$ cat src/rtl/haddr_pkg.sv
package haddr_pkg;
  typedef enum logic [2:0] {
    ROUTE_MEM  = 3'd0,
    ROUTE_IO   = 3'd1,
    ROUTE_IRQ  = 3'd2,
    ROUTE_TERM = 3'd3,
    ROUTE_CFG  = 3'd4
  } route_e;

  typedef enum logic [1:0] {
    CYC_RD  = 2'd0,
    CYC_WR  = 2'd1,
    CYC_WB  = 2'd2,
    CYC_IWB = 2'd3
  } cyc_e;
endpackage

$ cat src/rtl/haddr_win_match.sv
module haddr_win_match #(
  parameter int          AW      = 32,
  parameter int          SZ_LOG2 = 20,
  parameter logic [31:0] BASE    = 32'h0
) (
  input  logic [AW-SZ_LOG2-1:0] addr_hi_i,
  output logic                  hit_o
);
  localparam logic [AW-SZ_LOG2-1:0] BaseHi = BASE[AW-1:SZ_LOG2];
  assign hit_o = (addr_hi_i == BaseHi);
endmodule

$ cat src/rtl/haddr_hseg_xlate.sv
module haddr_hseg_xlate #(
  parameter int          AW      = 32,
  parameter int          SZ_LOG2 = 17,
  parameter logic [31:0] TARGET  = 32'h000A_0000
) (
  input  logic [SZ_LOG2-1:0] offs_i,
  output logic [AW-1:0]      addr_o
);
  localparam logic [AW-SZ_LOG2-1:0] TgtHi = TARGET[AW-1:SZ_LOG2];
  assign addr_o = {TgtHi, offs_i};
endmodule

$ cat src/rtl/haddr_route_sel.sv
module haddr_route_sel
  import haddr_pkg::*;
#(
  parameter int AW = 32
) (
  input  logic          cfg_hit_i,
  input  logic          irq_hit_i,
  input  logic          hseg_hit_i,
  input  logic          apic_hit_i,
  input  logic          boot_hit_i,
  input  logic          origin_i,
  input  logic          smm_i,
  input  cyc_e          cyc_i,
  input  logic          hseg_en_i,
  input  logic [AW-1:0] addr_i,
  input  logic [AW-1:0] tom_i,
  output route_e        route_o,
  output logic          illegal_o,
  output logic          remap_o
);
  logic wb_cyc;
  assign wb_cyc = (cyc_i == CYC_WB) || (cyc_i == CYC_IWB);

  always_comb begin
    route_o   = (addr_i < tom_i) ? ROUTE_MEM : ROUTE_IO;
    illegal_o = 1'b0;
    remap_o   = 1'b0;
    if (cfg_hit_i) begin
      route_o = ROUTE_CFG;
    end else if (irq_hit_i && origin_i && cyc_i == CYC_WR) begin
      route_o = ROUTE_IRQ;
    end else if (hseg_hit_i && hseg_en_i) begin
      if (!origin_i && (smm_i || wb_cyc)) begin
        route_o = ROUTE_MEM;
        remap_o = 1'b1;
      end else begin
        route_o   = ROUTE_TERM;
        illegal_o = 1'b1;
      end
    end else if (apic_hit_i || boot_hit_i) begin
      route_o = ROUTE_IO;
    end
  end
endmodule

$ cat src/rtl/haddr_router.sv
module haddr_router
  import haddr_pkg::*;
#(
  parameter int          AW         = 32,
  parameter int          CFG_W      = 4,
  parameter logic [31:0] APIC_BASE  = 32'hFEC0_0000,
  parameter int          APIC_LOG2  = 19,
  parameter logic [31:0] HSEG_BASE  = 32'hFEDA_0000,
  parameter int          HSEG_LOG2  = 17,
  parameter logic [31:0] HSEG_TGT   = 32'h000A_0000,
  parameter logic [31:0] IRQ_BASE   = 32'hFEE0_0000,
  parameter int          IRQ_LOG2   = 20,
  parameter logic [31:0] BOOT_BASE  = 32'hFFE0_0000,
  parameter int          BOOT_LOG2  = 21
) (
  input  logic             clk_i,
  input  logic             rst_ni,
  input  logic             valid_i,
  input  logic [AW-1:0]    addr_i,
  input  logic             origin_i,
  input  logic             smm_i,
  input  logic [1:0]       cyc_i,
  input  logic             hseg_en_i,
  input  logic [CFG_W-1:0] cfg_base_i,
  input  logic [AW-1:0]    tom_i,
  output logic             valid_o,
  output logic [2:0]       route_o,
  output logic [AW-1:0]    addr_o,
  output logic             illegal_o
);
  logic          cfg_hit, irq_hit, hseg_hit, apic_hit, boot_hit;
  logic          remap, illegal_d;
  route_e        route_d;
  logic [AW-1:0] hseg_addr, addr_d;

  assign cfg_hit = (addr_i[AW-1:AW-CFG_W] == cfg_base_i);

  haddr_win_match #(.AW(AW), .SZ_LOG2(IRQ_LOG2), .BASE(IRQ_BASE)) u_irq (
    .addr_hi_i(addr_i[AW-1:IRQ_LOG2]), .hit_o(irq_hit));
  haddr_win_match #(.AW(AW), .SZ_LOG2(HSEG_LOG2), .BASE(HSEG_BASE)) u_hseg (
    .addr_hi_i(addr_i[AW-1:HSEG_LOG2]), .hit_o(hseg_hit));
  haddr_win_match #(.AW(AW), .SZ_LOG2(APIC_LOG2), .BASE(APIC_BASE)) u_apic (
    .addr_hi_i(addr_i[AW-1:APIC_LOG2]), .hit_o(apic_hit));
  haddr_win_match #(.AW(AW), .SZ_LOG2(BOOT_LOG2), .BASE(BOOT_BASE)) u_boot (
    .addr_hi_i(addr_i[AW-1:BOOT_LOG2]), .hit_o(boot_hit));

  haddr_hseg_xlate #(.AW(AW), .SZ_LOG2(HSEG_LOG2), .TARGET(HSEG_TGT)) u_xlate (
    .offs_i(addr_i[HSEG_LOG2-1:0]), .addr_o(hseg_addr));

  haddr_route_sel #(.AW(AW)) u_sel (
    .cfg_hit_i (cfg_hit),
    .irq_hit_i (irq_hit),
    .hseg_hit_i(hseg_hit),
    .apic_hit_i(apic_hit),
    .boot_hit_i(boot_hit),
    .origin_i  (origin_i),
    .smm_i     (smm_i),
    .cyc_i     (cyc_e'(cyc_i)),
    .hseg_en_i (hseg_en_i),
    .addr_i    (addr_i),
    .tom_i     (tom_i),
    .route_o   (route_d),
    .illegal_o (illegal_d),
    .remap_o   (remap)
  );

  assign addr_d = remap ? hseg_addr : addr_i;

  always_ff @(posedge clk_i or negedge rst_ni) begin
    if (!rst_ni) begin
      valid_o   <= 1'b0;
      route_o   <= 3'd0;
      addr_o    <= '0;
      illegal_o <= 1'b0;
    end else begin
      valid_o <= valid_i;
      if (valid_i) begin
        route_o   <= route_d;
        addr_o    <= addr_d;
        illegal_o <= illegal_d;
      end
    end
  end
endmodule

$ cat config.mk
export PLATFORM = sky130hd
export DESIGN_NAME = haddr_router
export DESIGN_NICKNAME = d
export VERILOG_FILES = /design/src/rtl/haddr_pkg.sv /design/src/rtl/haddr_win_match.sv /design/src/rtl/haddr_hseg_xlate.sv /design/src/rtl/haddr_route_sel.sv /design/src/rtl/haddr_router.sv
export SDC_FILE = /design/constraint.sdc
export NUM_CORES = 1
export LEC_CHECK = 0
export CORE_UTILIZATION = 41
export CTS_CLUSTER_DIAMETER = 150
export DETAILED_ROUTE_END_ITERATION = 10
export GPL_TIMING_DRIVEN = 1
export PLACE_DENSITY = 0.81
export SYNTH_ARGS = -nofsm -noshare
export SYNTH_HDL_FRONTEND = slang
export SYNTH_SLANG_ARGS = --single-unit
$ cat constraint.sdc
create_clock -name clk_i -period 1.55 [get_ports clk_i]
set_input_delay 0.465 -clock clk_i [delete_from_list [all_inputs] [get_ports clk_i]]
set_output_delay 0.465 -clock clk_i [all_outputs]
set_load 0.05 [all_outputs]
==> results.sh <==
export IMPL_ys_warn_count=0
export IMPL_cts_sinks=37
export IMPL_failed_checks="negative setup slack"
export IMPL_total_power_mw=3.694
export IMPL_critPathCaptureType="flop"
export IMPL_dp_hpwl_mm=5.375
export IMPL_async_flop_share_pct=100.0
export IMPL_cpPeakStageDelay_ps=300
export IMPL_hold_violations=0
export IMPL_gp_congestion=0.7724
export IMPL_crit_required_ps=1780
export IMPL_clockBufferDepth=2
export IMPL_fin_crit_sh_pct=117.1
export IMPL_critPathSlowestCell="nor3_1"
export IMPL_netlist_instances=215
export IMPL_p_leak_nw=2.178
export IMPL_numCtsBuffers=5
export IMPL_grt_pass1_vias=2787
export IMPL_cp_top_family="simple AND/OR/NAND/NOR gates"
export IMPL_rows=27
export IMPL_rsz0062_at_grt="yes"
export IMPL_ys_types=37
export IMPL_grtUsageMet1_pct=34.78
export IMPL_fin_nets=471
export IMPL_crit_fanout=3
export IMPL_antenna_left=0
export IMPL_worstPathCellList="clkdlybuf4s15_1 > inv_2 > ha_4 > nand4_1 > nor3_1 > nand2_1 > and3_4 > a31oi_1"
export IMPL_die_x_um=77.24
export IMPL_grtUsageTotal_pct=33.27
export IMPL_worstPathArrival_ps=2040
export IMPL_clock_skew_ps=0
export IMPL_timing_slew_headroom_pct=68.92
export IMPL_yosysSeqAreaShare_pct=39.89
export IMPL_cts_clk_slew_worst_paths_ps=80
export IMPL_use_met3_pct=6.548
export IMPL_grt_busiest_layer="met2"
export IMPL_yosys_area_top_type="dfrtp_1"
export IMPL_grt_first_pass_wirelength_mm=14.84
export IMPL_dieArea_mm2=0.005966
export IMPL_final_area_mm2=0.004827
export IMPL_wl_per_cell_um=26.63
export IMPL_gr_total_overflow=0
export IMPL_setup_viol=8
export IMPL_totalWireLength_mm=11.67
export IMPL_cp_start_kind="primary input"
export IMPL_cts_tree="yes"
export IMPL_core_mm2=0.005473
export IMPL_setup_slack_ps=-264.8
export IMPL_grt_max_degree=22
export IMPL_crit_buf_inv=2
export IMPL_final_max_slew_viol_count=0
export IMPL_grt_use_met2_pct=60.53
export IMPL_synth_most_common_cell="dfrtp_1"
export IMPL_worstHoldPathType="primary input to asynchronous set/reset pin"
export IMPL_finalNonFillerCells=438
export IMPL_vias=2647
export IMPL_synthTopCellsByArea="dfrtp_1 40%, ha_1 17%, mux2_2 12%, inv_1 5.5%, a22o_1 3.8%"
export IMPL_fmax_ghz=0.5510
export IMPL_drtPass1Iterations=4
export IMPL_syn_to_final_growth_pct=108.0
export IMPL_synth_area_mm2=0.002321
export IMPL_peakVddDrop_mv=0.7161
export IMPL_ios=113
export IMPL_clock_root_buffer="clkbuf_8"
export IMPL_worst_pin_slew_ps=466.3
export IMPL_cap_viol_max_count=0
export IMPL_via_per_inst=6.043
export IMPL_pwr_density_cell_mw_per_mm2=765.2
export IMPL_ff2ff_path_depth=4
export IMPL_clkLatencyLatePin_ps=310
export IMPL_drive_gt1_share_pct=62.47
export IMPL_dp_cells=420
export IMPL_avgSynthCellArea_um2=10.80
export IMPL_crit_type="primary input to flop"
export IMPL_synth_ff_type="dfrtp_1"
export IMPL_die_y_um=77.24
export IMPL_synth_top_cell_area_share_pct=39.89
export IMPL_drc_errors=0
export IMPL_antenna_found_initial=1
export IMPL_synth_seq_cells=37
export IMPL_io_buffers=112
export IMPL_nFillCells=224
export IMPL_place_area_mm2=0.004215
export IMPL_path_depth=8
export IMPL_drt_iter0_drc=173
export IMPL_period_minus_slack_ps=1815
export IMPL_synth_nets=322
export IMPL_start_util_pct=42.41
export IMPL_synthTopCellsByCount="37 x dfrtp_1, 34 x inv_1, 31 x ha_1, 24 x mux2_2, 11 x a21oi_1"
export IMPL_synth_edf_count=0
export IMPL_outcome="finished, violations left"
export IMPL_cts_max_level=2
## metal layers
layer | up-vias | share of wire [%]
met2 | 189 | 50
li1 | 1070 | -
met4 | 0 | 7.0
met5 | - | 0
met3 | 69 | 6.9
met1 | 1319 | 36
## sequential cells by signal (all words and copies together), names as in the netlist
signal	flops
illegal_o	1
addr_o	32
route_o	3
valid_o	1
## timing repair
| item | CTS | global route |
|---|---|---|
| resized for setup | 267 | 43 |
| buffers inserted | 4 | 6 |
| endpoints found under the setup margin | 14 | 13 |
| pin swaps | 55 | 19 |
| hold buffers | 0 | 0 |
| gates cloned | 1 | 0 |
## layout by cell type (no fill, tap or decap), drive strengths merged
master | Yosys | layout
a21oi | 12 | 12
xor2 | 4 | 4
nor4 | 3 | 3
nor2b | 1 | 1
clkdlybuf4s15 | 0 | 14
nand2b | 1 | 1
nor3b | 1 | 1
buf | 1 | 103
a31oi | 2 | 2
diode | 0 | 1
a221o | 1 | 1
a41oi | 1 | 1
and3 | 1 | 1
a221oi | 1 | 1
ha | 31 | 31
nand4 | 6 | 6
a22o | 10 | 10
bufinv | 0 | 1
a21o | 3 | 3
nand2 | 10 | 10
dlygate4sd2 | 0 | 25
dlymetal6s2s | 0 | 1
clkbuf | 3 | 10
mux2 | 24 | 24
and4 | 3 | 3
or2 | 1 | 1
dfrtp | 37 | 37
o21ai | 5 | 5
nand3 | 5 | 5
a2111oi | 3 | 3
nand3b | 1 | 1
o31ai | 1 | 1
nor3 | 3 | 3
a211oi | 1 | 1
nor2 | 3 | 3
nand4b | 1 | 1
nor4b | 1 | 1
inv | 34 | 34
## logic make-up after synthesis
group / count (synthesis) / synth area share (%)
DFF: 37 / 39.89
buffers and inverters: 38 / 6.307
muxes: 24 / 11.64
xor gates and xnor gates: 4 / 1.509
and+or+nand+nor: 41 / 11.05
AOI/OAI and AO/OA: 40 / 12.88
adders and majority gates: 31 / 16.71
## area by class of cell
cell class / instances / area [um^2] / share of cell area [%]
multi-input combinational: 140 / 1868 / 38.70
timing repair buffer: 146 / 1679 / 34.78
sequential: 37 / 925.9 / 19.18
inverter: 34 / 145.1 / 3.007
tap: 72 / 90.09 / 1.866
clock buffer: 7 / 86.33 / 1.788
clock inverter: 1 / 30.03 / 0.6221
antenna: 1 / 2.502 / 0.05184
## stage by stage
step	setup slack, ps	setup TNS (ps)	util [%]	hold WS (ps)
6_report	-264.8	-522.1	88.20	99.59
5_1_grt	-271.5	-1174	88.20	133.9
4_1_cts	0.2921	0	85.48	115.0
3_5_place_dp	-811.7	-14290	77.02	433.4
3_3_place_gp	-773.3	-13400	77.02	430.0
2_1_floorplan	-74.96	-98.67	-	169.4
## path summary, 6_finish.rpt
path | start | to | slack, ps
min in group clk_i | addr_i[14] | addr_o[14]$_DFFE_PN0P_ | 440
worst min register to register | route_o[1]$_DFFE_PN0P_ | route_o[1]$_DFFE_PN0P_ | 570
max in group asynchronous | rst_ni | addr_o[11]$_DFFE_PN0P_ | 980
worst min-delay path | rst_ni | addr_o[29]$_DFFE_PN0P_ | 100
worst max register to register | route_o[0]$_DFFE_PN0P_ | route_o[0]$_DFFE_PN0P_ | 150
worst max-delay path | tom_i[28] | route_o[0]$_DFFE_PN0P_ | -260
## where the power goes
| group | switching (mW) | internal, mW |
|---|---|---|
| Combinational | 0.807 | 0.805 |
| Sequential | 0.110 | 1.05 |
| Clock | 0.395 | 0.525 |
Note: power is estimated with default switching activity, not from simulation.
